<file path="src/rtl/sidu_pkg.sv">
package sidu_pkg;
  typedef enum logic [3:0] {
    A_TXTHR  = 4'd0,
    A_RXTHR  = 4'd1,
    A_MASK   = 4'd2,
    A_CLR    = 4'd3,
    A_DMACTL = 4'd4,
    A_TXWM   = 4'd5,
    A_RXWM   = 4'd6,
    A_RAW    = 4'd7,
    A_MSTAT  = 4'd8,
    A_STAT   = 4'd9
  } sidu_addr_e;

  localparam int IRQ_W    = 7;
  localparam int B_TXLOW  = 0;
  localparam int B_TXOVF  = 1;
  localparam int B_RXUNF  = 2;
  localparam int B_RXOVF  = 3;
  localparam int B_RXHIGH = 4;
  localparam int B_CSOFF  = 6;

  localparam int STAT_W   = 6;
  localparam int N_LIMIT  = 4;

  function automatic logic [3:0] limit_addr(input int idx);
    case (idx)
      0:       limit_addr = A_TXTHR;
      1:       limit_addr = A_RXTHR;
      2:       limit_addr = A_TXWM;
      default: limit_addr = A_RXWM;
    endcase
  endfunction
endpackage

</file>
<file path="src/rtl/sidu_cfg.sv">
module sidu_cfg
  import sidu_pkg::*;
#(
  parameter int LVL_W = 6,
  parameter int DW    = 32
) (
  input  logic             clk,
  input  logic             rst,
  input  logic             ctrl_en,
  input  logic             wr_en,
  input  logic [3:0]       wr_addr,
  input  logic [DW-1:0]    wr_data,
  output logic [LVL_W-1:0] tx_thr,
  output logic [LVL_W-1:0] rx_thr,
  output logic [LVL_W-1:0] tx_wm,
  output logic [LVL_W-1:0] rx_wm,
  output logic [IRQ_W-1:0] irq_mask,
  output logic [1:0]       dma_ctl,
  output logic [3:0]       clr_req
);
  logic [LVL_W-1:0] lim_q [N_LIMIT];

  for (genvar gi = 0; gi < N_LIMIT; gi++) begin : g_lim
    always_ff @(posedge clk) begin
      if (rst)
        lim_q[gi] <= '0;
      else if (wr_en && !ctrl_en && wr_addr == limit_addr(gi))
        lim_q[gi] <= wr_data[LVL_W-1:0];
    end
  end

  assign tx_thr = lim_q[0];
  assign rx_thr = lim_q[1];
  assign tx_wm  = lim_q[2];
  assign rx_wm  = lim_q[3];

  always_ff @(posedge clk) begin
    if (rst) begin
      irq_mask <= '0;
      dma_ctl  <= '0;
    end else if (wr_en) begin
      if (wr_addr == A_MASK)   irq_mask <= wr_data[IRQ_W-1:0];
      if (wr_addr == A_DMACTL) dma_ctl  <= wr_data[1:0];
    end
  end

  assign clr_req = (wr_en && wr_addr == A_CLR) ? wr_data[3:0] : 4'b0000;
endmodule

</file>
<file path="src/rtl/sidu_irq.sv">
module sidu_irq
  import sidu_pkg::*;
#(
  parameter int LVL_W = 6
) (
  input  logic             clk,
  input  logic             rst,
  input  logic [LVL_W-1:0] tx_level,
  input  logic [LVL_W-1:0] rx_level,
  input  logic [LVL_W-1:0] tx_thr,
  input  logic [LVL_W-1:0] rx_thr,
  input  logic             tx_push,
  input  logic             tx_full,
  input  logic             rx_push,
  input  logic             rx_pop,
  input  logic             rx_full,
  input  logic             rx_empty,
  input  logic             cs_inact,
  input  logic [3:0]       clr_req,
  input  logic [IRQ_W-1:0] irq_mask,
  output logic [IRQ_W-1:0] raw_stat,
  output logic [IRQ_W-1:0] msk_stat,
  output logic             irq
);
  logic [LVL_W:0]   rx_thr_p1;
  logic [IRQ_W-1:0] set_vec;
  logic [IRQ_W-1:0] clr_vec;
  logic [IRQ_W-1:0] sticky;

  assign rx_thr_p1 = {1'b0, rx_thr} + {{LVL_W{1'b0}}, 1'b1};

  always_comb begin
    set_vec = '0;
    set_vec[B_TXOVF] = tx_push & tx_full;
    set_vec[B_RXUNF] = rx_pop  & rx_empty;
    set_vec[B_RXOVF] = rx_push & rx_full;
    set_vec[B_CSOFF] = cs_inact;
    clr_vec = '0;
    clr_vec[B_RXUNF] = clr_req[0] | clr_req[1];
    clr_vec[B_RXOVF] = clr_req[0] | clr_req[2];
    clr_vec[B_TXOVF] = clr_req[0] | clr_req[3];
    clr_vec[B_CSOFF] = clr_req[0];
  end

  always_ff @(posedge clk) begin
    if (rst)
      sticky <= '0;
    else
      sticky <= set_vec | (sticky & ~clr_vec);
  end

  logic tx_low_q, rx_high_q;
  always_ff @(posedge clk) begin
    if (rst) begin
      tx_low_q  <= 1'b0;
      rx_high_q <= 1'b0;
    end else begin
      tx_low_q  <= (tx_level <= tx_thr);
      rx_high_q <= ({1'b0, rx_level} >= rx_thr_p1);
    end
  end

  always_comb begin
    raw_stat = sticky;
    raw_stat[B_TXLOW]  = tx_low_q;
    raw_stat[B_RXHIGH] = rx_high_q;
  end

  assign msk_stat = raw_stat & irq_mask;

  always_ff @(posedge clk) begin
    if (rst) irq <= 1'b0;
    else     irq <= |msk_stat;
  end
endmodule

</file>
<file path="src/rtl/sidu_dreq.sv">
module sidu_dreq #(
  parameter int LVL_W = 6
) (
  input  logic             clk,
  input  logic             rst,
  input  logic [1:0]       dma_ctl,
  input  logic [LVL_W-1:0] tx_level,
  input  logic [LVL_W-1:0] rx_level,
  input  logic [LVL_W-1:0] tx_wm,
  input  logic [LVL_W-1:0] rx_wm,
  output logic             tx_dreq,
  output logic             rx_dreq
);
  logic [LVL_W:0] rx_wm_p1;
  assign rx_wm_p1 = {1'b0, rx_wm} + {{LVL_W{1'b0}}, 1'b1};

  always_ff @(posedge clk) begin
    if (rst) begin
      tx_dreq <= 1'b0;
      rx_dreq <= 1'b0;
    end else begin
      tx_dreq <= dma_ctl[1] && (tx_level <= tx_wm);
      rx_dreq <= dma_ctl[0] && ({1'b0, rx_level} >= rx_wm_p1);
    end
  end
endmodule

</file>
<file path="src/rtl/sidu_stat.sv">
module sidu_stat
  import sidu_pkg::*;
(
  input  logic              clk,
  input  logic              rst,
  input  logic              busy,
  input  logic              tx_full,
  input  logic              tx_empty,
  input  logic              rx_empty,
  input  logic              rx_full,
  input  logic              slv_tx_busy,
  output logic [STAT_W-1:0] fifo_stat
);
  always_ff @(posedge clk) begin
    if (rst) fifo_stat <= '0;
    else     fifo_stat <= {slv_tx_busy, rx_full, rx_empty, tx_empty, tx_full, busy};
  end
endmodule

</file>
<file path="src/rtl/spi_irq_dma_unit.sv">
module spi_irq_dma_unit
  import sidu_pkg::*;
#(
  parameter int DEPTH = 32,
  parameter int DW    = 32,
  localparam int LVL_W = $clog2(DEPTH) + 1
) (
  input  logic             clk,
  input  logic             rst,
  input  logic             ctrl_en,
  input  logic             busy,
  input  logic             slv_tx_busy,
  input  logic [LVL_W-1:0] tx_level,
  input  logic             tx_push,
  input  logic             tx_full,
  input  logic             tx_empty,
  input  logic [LVL_W-1:0] rx_level,
  input  logic             rx_push,
  input  logic             rx_pop,
  input  logic             rx_full,
  input  logic             rx_empty,
  input  logic             cs_inact,
  input  logic             wr_en,
  input  logic [3:0]       wr_addr,
  input  logic [DW-1:0]    wr_data,
  input  logic [3:0]       rd_addr,
  output logic [DW-1:0]    rd_data,
  output logic             irq,
  output logic             tx_dreq,
  output logic             rx_dreq
);
  logic [LVL_W-1:0]  tx_thr, rx_thr, tx_wm, rx_wm;
  logic [IRQ_W-1:0]  irq_mask, raw_stat, msk_stat;
  logic [1:0]        dma_ctl;
  logic [3:0]        clr_req;
  logic [STAT_W-1:0] fifo_stat;

  sidu_cfg #(.LVL_W(LVL_W), .DW(DW)) u_cfg (
    .clk(clk), .rst(rst), .ctrl_en(ctrl_en),
    .wr_en(wr_en), .wr_addr(wr_addr), .wr_data(wr_data),
    .tx_thr(tx_thr), .rx_thr(rx_thr), .tx_wm(tx_wm), .rx_wm(rx_wm),
    .irq_mask(irq_mask), .dma_ctl(dma_ctl), .clr_req(clr_req)
  );

  sidu_irq #(.LVL_W(LVL_W)) u_irq (
    .clk(clk), .rst(rst),
    .tx_level(tx_level), .rx_level(rx_level),
    .tx_thr(tx_thr), .rx_thr(rx_thr),
    .tx_push(tx_push), .tx_full(tx_full),
    .rx_push(rx_push), .rx_pop(rx_pop),
    .rx_full(rx_full), .rx_empty(rx_empty),
    .cs_inact(cs_inact), .clr_req(clr_req), .irq_mask(irq_mask),
    .raw_stat(raw_stat), .msk_stat(msk_stat), .irq(irq)
  );

  sidu_dreq #(.LVL_W(LVL_W)) u_dreq (
    .clk(clk), .rst(rst), .dma_ctl(dma_ctl),
    .tx_level(tx_level), .rx_level(rx_level),
    .tx_wm(tx_wm), .rx_wm(rx_wm),
    .tx_dreq(tx_dreq), .rx_dreq(rx_dreq)
  );

  sidu_stat u_stat (
    .clk(clk), .rst(rst), .busy(busy),
    .tx_full(tx_full), .tx_empty(tx_empty),
    .rx_empty(rx_empty), .rx_full(rx_full),
    .slv_tx_busy(slv_tx_busy), .fifo_stat(fifo_stat)
  );

  logic [DW-1:0] rd_mux;
  always_comb begin
    rd_mux = '0;
    case (rd_addr)
      A_TXTHR:  rd_mux[LVL_W-1:0]  = tx_thr;
      A_RXTHR:  rd_mux[LVL_W-1:0]  = rx_thr;
      A_MASK:   rd_mux[IRQ_W-1:0]  = irq_mask;
      A_DMACTL: rd_mux[1:0]        = dma_ctl;
      A_TXWM:   rd_mux[LVL_W-1:0]  = tx_wm;
      A_RXWM:   rd_mux[LVL_W-1:0]  = rx_wm;
      A_RAW:    rd_mux[IRQ_W-1:0]  = raw_stat;
      A_MSTAT:  rd_mux[IRQ_W-1:0]  = msk_stat;
      A_STAT:   rd_mux[STAT_W-1:0] = fifo_stat;
      default:  rd_mux = '0;
    endcase
  end

  always_ff @(posedge clk) begin
    if (rst) rd_data <= '0;
    else     rd_data <= rd_mux;
  end
endmodule

</file>
<file path="config.mk">
export PLATFORM = sky130hd
export DESIGN_NAME = spi_irq_dma_unit
export DESIGN_NICKNAME = d
export VERILOG_FILES = /design/src/rtl/sidu_pkg.sv /design/src/rtl/sidu_cfg.sv /design/src/rtl/sidu_irq.sv /design/src/rtl/sidu_dreq.sv /design/src/rtl/sidu_stat.sv /design/src/rtl/spi_irq_dma_unit.sv
export SDC_FILE = /design/constraint.sdc
export NUM_CORES = 1
export LEC_CHECK = 0
export BUFFER_PORTS_ARGS = -buffer_cell sky130_fd_sc_hd__buf_2
export CORE_MARGIN = 3
export CORE_UTILIZATION = 45
export CTS_CLUSTER_DIAMETER = 100
export DETAILED_ROUTE_END_ITERATION = 10
export PLACE_DENSITY = 0.7
export SYNTH_ARGS = -nofsm -noshare
export SYNTH_HDL_FRONTEND = slang
export SYNTH_SLANG_ARGS = --single-unit
</file>
<file path="constraint.sdc">
create_clock -name clk -period 3.75 [get_ports clk]
set_clock_uncertainty 0.05 [all_clocks]
set_input_delay 0.5625 -clock clk [delete_from_list [all_inputs] [get_ports clk]]
set_output_delay 0.5625 -clock clk [all_outputs]
set_load 0.01 [all_outputs]
</file>
# Yosys cells after proc, flatten, opt, wreduce, memory -nomap -nowiden
# Memories as Yosys holds them, arrays and structs flattened.
# Index checks and enable logic that the tools add are counted.
dict set report word_totals {
  ramBits 24
  memories 1
  romBits 0
  latchBits 0
  out_inout_bits 35
  regBits 59
}
dict set report op_classes {
  div_mod_pow 0
  n_mul 0
  shift 0
  add_sub_neg 2
  n_reduce_logical 14
  bitwise 14
  n_eq_ne 14
  muxes 22
  order_cmp 4
}
# memory words word_bits rd rd_ports_with_merged_regs wr line_no
set mem_list {}
lappend mem_list {u_cfg.lim_q 4 6 4 0 4 sidu_cfg.sv:21} ;# logic [LVL_W-1:0] lim_q [N_LIMIT];
# op n
set ops {}
lappend ops {{$pmux 4 s8} 1}
lappend ops {{$eq 4x3->1 const B} 7}
lappend ops {{$mux 6} 4}
lappend ops {{$pmux 2 s9} 1}
lappend ops {{$add 6x1->7 const B} 2}
lappend ops {{$and 7x7->7} 2}
lappend ops {{$ge 6x7->1} 2}
lappend ops {{$mux 1} 14}
lappend ops {{$eq 4x2->1 const B} 3}
lappend ops {{$le 6x6->1} 2}
lappend ops {{$eq 4x1->1 const B} 2}
lappend ops {{$eq 4x4->1 const B} 2}
lappend ops {{$logic_and 1x1->1} 8}
lappend ops {{$logic_not 4->1} 2}
lappend ops {{$not 7->7} 1}
lappend ops {{$or 1x1->1} 7}
lappend ops {{$or 7x7->7} 1}
lappend ops {{$reduce_or 7->1} 1}
lappend ops {{$mux 4} 1}
lappend ops {{$reduce_and 2->1} 2}
lappend ops {{$and 1x1->1} 3}
lappend ops {{$pmux 1 s3} 1}
lappend ops {{$logic_not 1->1} 1}

# Depth between registers and ports, before layout
# Gate-level depths: netlist of run 1.
dict set report depth {
  ltp_word 7
  depth_mapped 8
}

# By module
# From an unflattened synthesis of run 1, not the netlist that was laid out.
dict set report unflattened {
  hier_cells 387
  hier_area_um2 3593.4
}
# module seq_area_each_um2 instances cells_per_inst area_each_um2
set modules_own_cells {}
lappend modules_own_cells {sidu_cfg 900.9 1 110 1396.3}
lappend modules_own_cells {spi_irq_dma_unit 140.1 1 127 969.7}
lappend modules_own_cells {sidu_irq 140.1 1 84 655.6}
lappend modules_own_cells {sidu_dreq 40.0 1 54 414.1}
lappend modules_own_cells {sidu_stat 120.1 1 12 157.7}

# Worst setup path after synthesis of run 1
# No wires, ideal clock.
dict set report synth_path {
  kind {register to register}
  from {mem u_cfg.lim_q[3][0]}
  to {reg u_dreq.rx_dreq}
  t_arrival_ns 1.662
  setup_ns 0.116
  stages_incl_launch_ff 9
  required_ns 3.584
  n_path_buf 0
  path_slack_ns 1.921
  path_cell_list {edfxtp_1 > ha_1 > nand3_1 > xor2_1 > ha_1 > a21o_1 > a21oi_1 > o21ai_0 > and4_1}
}
# element line_no
set synth_lines {}
lappend synth_lines {{start: declaration} sidu_cfg.sv:21}
lappend synth_lines {{end signal: assignment} sidu_dreq.sv:23} ;# rx_dreq <= dma_ctl[0] && ({1'b0, rx_level} >= rx_wm_p1);
lappend synth_lines {{end: declaration} sidu_dreq.sv:12} ;# output logic rx_dreq

==> impl.org, run 1 <==
** Worst setup path
- Crit path arrival time :: 2210 ps
- Crit path kind :: flop to flop
- Worst Path Required :: 3910 ps
- The worst setup path is captured at a flop.
- Of all nets on the critical path, the largest fanout is 5.
- STA classifies the critical path startpoint as a flop.

** Clock tree
- Buffers inserted during clock tree synthesis total 5.
- CTS Sinks :: 55
- The cell sitting at the root of the clock tree is a clkbuf_8.
- Max H-tree Level :: 2
- Clock buffer depth :: 2
- Clock latency on the worst-skew pair, taken at its later pin, is 300 ps.
- Number of cells upsized or downsized after cts :: 0
- CTS tree :: done
- Clock slew seen by the registers of the worst setup and hold paths :: 100 ps
- The number of setup buffers added after CTS is 0.
- Number of hold buffers added after cts :: 0

** Power and ir drop
- PwrDens :: 337.9 nW/um2
- PnR Total Power :: 1.253 mW
- Static power due to leakage :: 1.718 nW
- Across the VDD grid, the largest voltage drop is 0.2484 mV.

** Die
- The region available for standard cell placement spans 7292 um2.
- Height of the chip :: 93.09 um
- The die covers 8666 um2.
- Overall die width :: 93.09 um
- Top-level I/O count :: 101
- Initial Util :: 46.81%
- After floorplanning, the core was divided into 31 placement rows.

** Route
- For this run, design rule violations remaining after detail routing come to 0.
- Detailed router's first-iteration violation count :: 241
- Aggregate routed wire length :: 7681 um
- In this run the remaining antenna-violating nets after routing total 0.
- In the routed layout, each cell is associated on average with a via count of 5.301.
- WL per Instance :: 15.52 um
- The routed layout has 2624 vias.
- The first detailed-routing pass took 4 iterations.

** Timing
- Highest clock frequency the design can meet :: 488.1 MHz
- Max-slew violations :: 0
- Setup violations remaining at the end of the flow were counted as 0.
- Setup repair after global routing left no endpoint under its margin.
- Slew of the pin with the lowest slew margin :: 586.3 ps
- Final critical-path share of the clock period :: 54.63%
- Final critical delay including setup and external delays :: 2049 ps
- Summed negative setup slack over all endpoints :: 0 ps
- Max_slew headroom :: 60.83%
- Final hold violations :: 0

** Global routing
- The first global-routing pass estimated 12510 um of wire.
- GRT Total Usage :: 18.59%
- The number of antenna violations at the first check in global routing was 0.
- Global routing finished with a remaining overflow of 0.
- Largest net degree at the start of global routing :: 29
- The via count of the first global-routing pass came to 2523.

** Logic synthesis
- After synthesis, the mean cell area works out to 9.642 um2.
- Total number of yosys warnings :: 0
- Most frequent cells after synthesis :: dfxtp_1, buf_4, and2_1, ha_1, edfxtp_1
- Counting every instance in the synthesized netlist gives 354.
- Cell type with the highest aggregate area in the netlist :: edfxtp_1
- Ys async rst share :: 0%
- Sorting the synthesized cells by area gives the leading types as edfxtp_1, dfxtp_1, ha_1.
- Cell Area, Synth :: 3413 um2
- Area share of the leading cell type in the synthesized netlist :: 21.11%
- Among all cell types in the netlist, the one instantiated most often is dfxtp_1.
- The synthesized netlist contains 56 unique library cells.
- Commonest register cell after synthesis :: dfxtp_1
- Of the synthesized area, sequential elements account for 39.30%.
- In this run, synthesis inferred 24 flip-flops with an integrated enable.
- Counting flops and latches in the post-synthesis netlist gives 55.

** Cells and area
- Area of the multi-input gates :: 1805 um2
- Share of cells above drive strength 1 :: 16.92%
- Filler Cells Inserted :: 708
- 0 antenna diodes ended up in the layout.
- At the end of the flow, the number of nets in the layout was 487.
- Relative to the synthesized area, the layout overhead comes to 8.651%.
- In the final layout, flip-flops and latches occupy 1341 um2.

** Placed design
- Placed wire-length estimate after detailed placement :: 6015 um
- Routability-driven placement finished with a final weighted congestion of 0.9115.
- In this run the tool buffered the top-level ports with 50 buffer cells.

** Worst hold path
- The min-delay analysis places its worst path in the category primary input to flop.

** Flow run
- Across the run, the number of max-cap violations was 0.

** Run status
- The flow ran to the end, and the final reports show no timing, DRC or antenna violations.
## worst max-delay path, cell delays in order, from the launching register on
cell	delay (ps)
edfxtp_1	470
ha_1	280
nand3_1	110
xor2_1	190
ha_1	270
a21o_1	160
a21oi_1	120
o21ai_0	100
and4_1	200
## layout by cell type, fill, tap and decap left out, drive strengths merged, types with 5 or more instances in the layout
cell,Yosys,routed
buf,36,50
dfxtp,31,31
and2,26,26
ha,26,26
conb,1,25
edfxtp,24,24
nor2,24,24
inv,19,19
nand3,16,16
nor2b,16,16
nand2,15,15
a21oi,15,15
mux2i,11,11
a21o,8,8
a31oi,7,7
o21ai,7,7
clkbuf,4,7
and3,6,6
xor2,6,6
nand4,5,5
mux2,5,5
## cell families (layout without fill, tap and decap cells)
logic type | Yosys count | in the layout | share of synthesized area (%)
XOR/XNOR | 8 | 8 | 2.053
multiplexers | 17 | 17 | 5.645
adder cells (fa/ha/maj) | 26 | 26 | 9.531
other | 1 | 25 | 0.1099
AND/OR/NAND/NOR | 123 | 123 | 19.69
AO/OA/AOI/OAI | 64 | 64 | 13.23
buffers and inverters | 60 | 78 | 10.45
flip-flops | 55 | 55 | 39.30
## flip-flops by register name, summed over array words and instances (netlist names)
register and flops:
u_irq.sticky 4, u_dreq.rx_dreq 1, u_irq.tx_low_q 1, u_irq.irq 1
u_dreq.tx_dreq 1, u_cfg.lim_q 24, u_cfg.dma_ctl 2, u_cfg.irq_mask 7
u_stat.fifo_stat 6, rd_data 7, u_irq.rx_high_q 1
## path summary, 6_finish.rpt
| path | startpoint | end | slack [ps] | cells after the start |
|---|---|---|---|---|
| setup / recovery | u_cfg.lim_q[3][0] | u_dreq.rx_dreq | 1700 | 8 |
| hold / removal | tx_empty | u_stat.fifo_stat[2] | 410 | 2 |
| setup reg to reg | u_cfg.lim_q[3][0] | u_dreq.rx_dreq | 1700 | 8 |
| hold reg to reg | u_cfg.dma_ctl[1] | u_dreq.tx_dreq | 470 | 1 |
## cell type report
type                            instances  area share, %
Timing Repair Buffer                   50          6.748
Tap cell                               99          3.340
Inverter                               20          2.024
Sequential cell                        55          36.17
Clock inverter                          1         0.1350
Multi-Input combinational cell        263          48.68
Clock buffer                            7          2.901
## through the flow
step / hold WS [ps] / util [%] / instances / worst slack, ps / cell area (um2)
6_report: 407.6 / 50.86 / 495 / 1701 / 3709
5_1_grt: 405.7 / 50.86 / 495 / 1542 / 3709
4_1_cts: 404.2 / 50.86 / 495 / 1729 / 3709
3_5_place_dp: 455.0 / 49.31 / 487 / 1492 / 3596
3_3_place_gp: 452.5 / 49.31 / 487 / 1480 / 3596
2_1_floorplan: 407.9 / - / 378 / 1921 / 3503
## where the power goes
part | total, mW | internal, mW | switching [mW]
Sequential | 0.677 | 0.651 | 0.0255
Clock | 0.378 | 0.190 | 0.188
Combinational | 0.199 | 0.0824 | 0.116
Total | 1.25 | 0.923 | 0.330
## routing by layer
metal  GRT usage (%)  wire length (um)  vias up
met5               0                 0        -
met4           5.983               144        0
met3           2.896               473       13
met2           31.61              3739      103
met1           24.20              3324     1214
li1                -                 -     1294
(Power assumes the default switching activity.)
==> run 2: changes to the inputs <==
PLACE_DENSITY = 0.73   (was 0.7)
clock period = 1.65 ns   (was 3.75 ns; I/O delays follow)
==> run 2 against run 1 <==
Net effect:
- the run now ends with setup timing left
- hold slack lost 330 ps
- critical endpoint unchanged
- critical path depth grew 1
- power grew 140%
- global-route usage grew 0.56 points
- largest power group unchanged
- register-to-register slack lost 1900 ps
- die area is the same
- via count grew 6.5%
- sequential power grew 130%
- clock-buffer cell count is the same
==> impl.org, run 2 (synthesis results as in run 1) <==
** Run status
- The flow ran to the end, but the final reports show violations.
- Failing checks :: setup timing

** Placed design
- At the end of routability-driven placement, the weighted congestion stood at 0.9311.
- Summed over all nets, the half-perimeter wirelength after detailed placement is 6420 um.
- Placed cell count :: 513
- Number of I/O port buffers :: 50

** Global routing
- Entering global routing, the biggest net connects 28 pins.
- Number of antenna violations at the first check in global routing :: 0
- Wire length of the first global-routing pass :: 12900 um
- Vias in the first global route :: 2711
- Total congestion overflow :: 0
- Global routing consumed, over all layers together, 19.15% of the routing resources.

** Flow run
- Max-capacitance violation count :: 0

** Cells and area
- Counting flops per register, the top entry is u_cfg.lim_q.
- The register with the most flip-flops in the layout has 24 of them.
- Final nets :: 526
- The top cell types in the final layout, fill and taps aside, are buf_2, buf_4, dfxtp_1, and2_1, conb_1.
- Filler Cells Inserted :: 684
- Share of cells above drive strength 1 :: 26.67%
- Final non-filler cell total :: 534
- Biggest regs :: u_cfg.lim_q (24), rd_data (7), u_cfg.irq_mask (7)
- 0 antenna diodes ended up in the layout.
- Core Util, Final :: 55.59%
- Leaving out fill and tap cells, the most frequent cell in the layout is buf_2.
- The area growth from synthesis to layout is 18.77%.

** Worst hold path
- The worst hold path was traced through 3 stages.
- Worst Hold Class :: primary input to flop

** Worst setup path
- Crit path kind :: flop to flop
- Crit. End Element :: flop
- Depth of the worst register-to-register path :: 9
- Data arrives at the worst endpoint at 2020 ps.
- For the worst setup path, the data required time is 1820 ps.
- Largest fanout on the critical path :: 3
- Kind of start point of the critical path :: flop

** Power and ir drop
- Dividing total power by cell area gives a power density of 731.9 nW/um2.
- Static power due to leakage :: 1.903 nW
- The design draws 2.967 mW.
- The worst-case IR drop observed on VDD is 0.4198 mV.

** Timing
- The final count of hold timing violations was 0.
- Setup slack on the critical path of the routed design comes to -194.0 ps.
- Setup violations remaining at the end of the flow were counted as 2.
- For the finished layout, the period the worst path requires is 1844 ps.
- Summed negative setup slack over all endpoints :: -373.0 ps
- Setup repair after global routing could not meet its margin everywhere.
- Final critical-path share of the clock period :: 111.8%
- The number of max-slew violations in the final report was 0.
- Based on the critical path, the design can be clocked at up to 542.3 MHz.
- Hold Slack :: 75.88 ps

** Clock tree
- Worst-skew pair later-pin latency :: 320 ps
- Clock tree root buffer cell :: clkbuf_8
- TritonCTS built the clock tree.
- Clock slew seen by the registers of the worst setup and hold paths :: 100 ps
- CTS built an H-tree with a depth of 2.
- For this design, the sink count on the clock tree is 55.
- Clock buffer depth :: 2
- Counting the buffers created by CTS gives 5.

** Route
- Count of unresolved DRC violations after routing :: 0
- After detailed routing, the average wire length per cell comes to 15.40 um.
- For this run, the detailed router's first-pass iteration total came to 4.
- The routed design has 8225 um of wire.
- In this run the remaining antenna-violating nets after routing total 0.
- For this block, the via count after detailed routing is 2795.
- In the routed layout, each cell is associated on average with a via count of 5.234.
- Detailed router's first-iteration violation count :: 278

** Die
- Rows :: 31
- Top-level I/O count :: 101
- The die covers 8666 um2.
- CORE AREA :: 7292 um2
- Height of the chip :: 93.09 um
- Initial Util :: 46.81%
- Overall die width :: 93.09 um
## run 2: metrics by stage
step	setup WS [ps]	area, um2
after detailed placement	-206.3	3806
after global routing	-292.1	4054
after global placement	-136.0	3806
after floorplan	-88.34	3518
final	-194.0	4054
after CTS	-147.4	3965
## run 2: worst paths after layout
kind | from | to | slack (ps)
worst max-delay path | u_cfg.lim_q[3][2] | u_dreq.rx_dreq | -190
worst min-delay path | cs_inact | u_irq.sticky[6] | 80
worst max register to register | u_cfg.lim_q[3][2] | u_dreq.rx_dreq | -190
worst min register to register | u_cfg.irq_mask[2] | rd_data[2] | 470
## run 2: layout make-up
cell class / instances / area [um2] / area share (%)
clock buffers: 7 / 97.59 / 2.407
clock inverters: 1 / 11.26 / 0.2778
multi-input cells: 263 / 1858 / 45.83
flip-flops and latches: 55 / 1341 / 33.09
well taps: 99 / 123.9 / 3.056
inverters: 20 / 75.07 / 1.852
repair buffers: 89 / 546.8 / 13.49
## run 2: per-layer routing
metal  GRT usage, %  vias to the layer above  routed length (um)
li1               -                     1372                   -
met1          24.99                     1307                3577
met2          32.81                      104                4029
met3          3.701                       12                 496
met4          4.518                        0                 122
met5              0                        -                   0
## run 2: where the power goes
| group | switching [mW] | internal [mW] | leakage [nW] |
|---|---|---|---|
| Combinational | 0.301 | 0.263 | 1.37 |
| Clock | 0.464 | 0.403 | 0.0555 |
| Sequential | 0.0546 | 1.48 | 0.482 |
## run 2: worst max-delay path, stage by stage, from the launching register on
cell and delay [ps]:
edfxtp_1 460, buf_4 170, buf_4 130, nand3_1 80
xor2_1 80, ha_1 190, a21o_1 190, a21oi_2 130
o21ai_1 80, and4_1 180
## run 2: repair_timing
| item | in CTS | in global routing |
|---|---|---|
| endpoints found under the setup margin | 2 | 4 |
| endpoints found under the hold margin | 0 | 0 |
| hold buffers | 0 | 0 |
| resized for setup | 2 | 6 |
| buffers inserted | 5 | 8 |
| pin swaps | 4 | 10 |
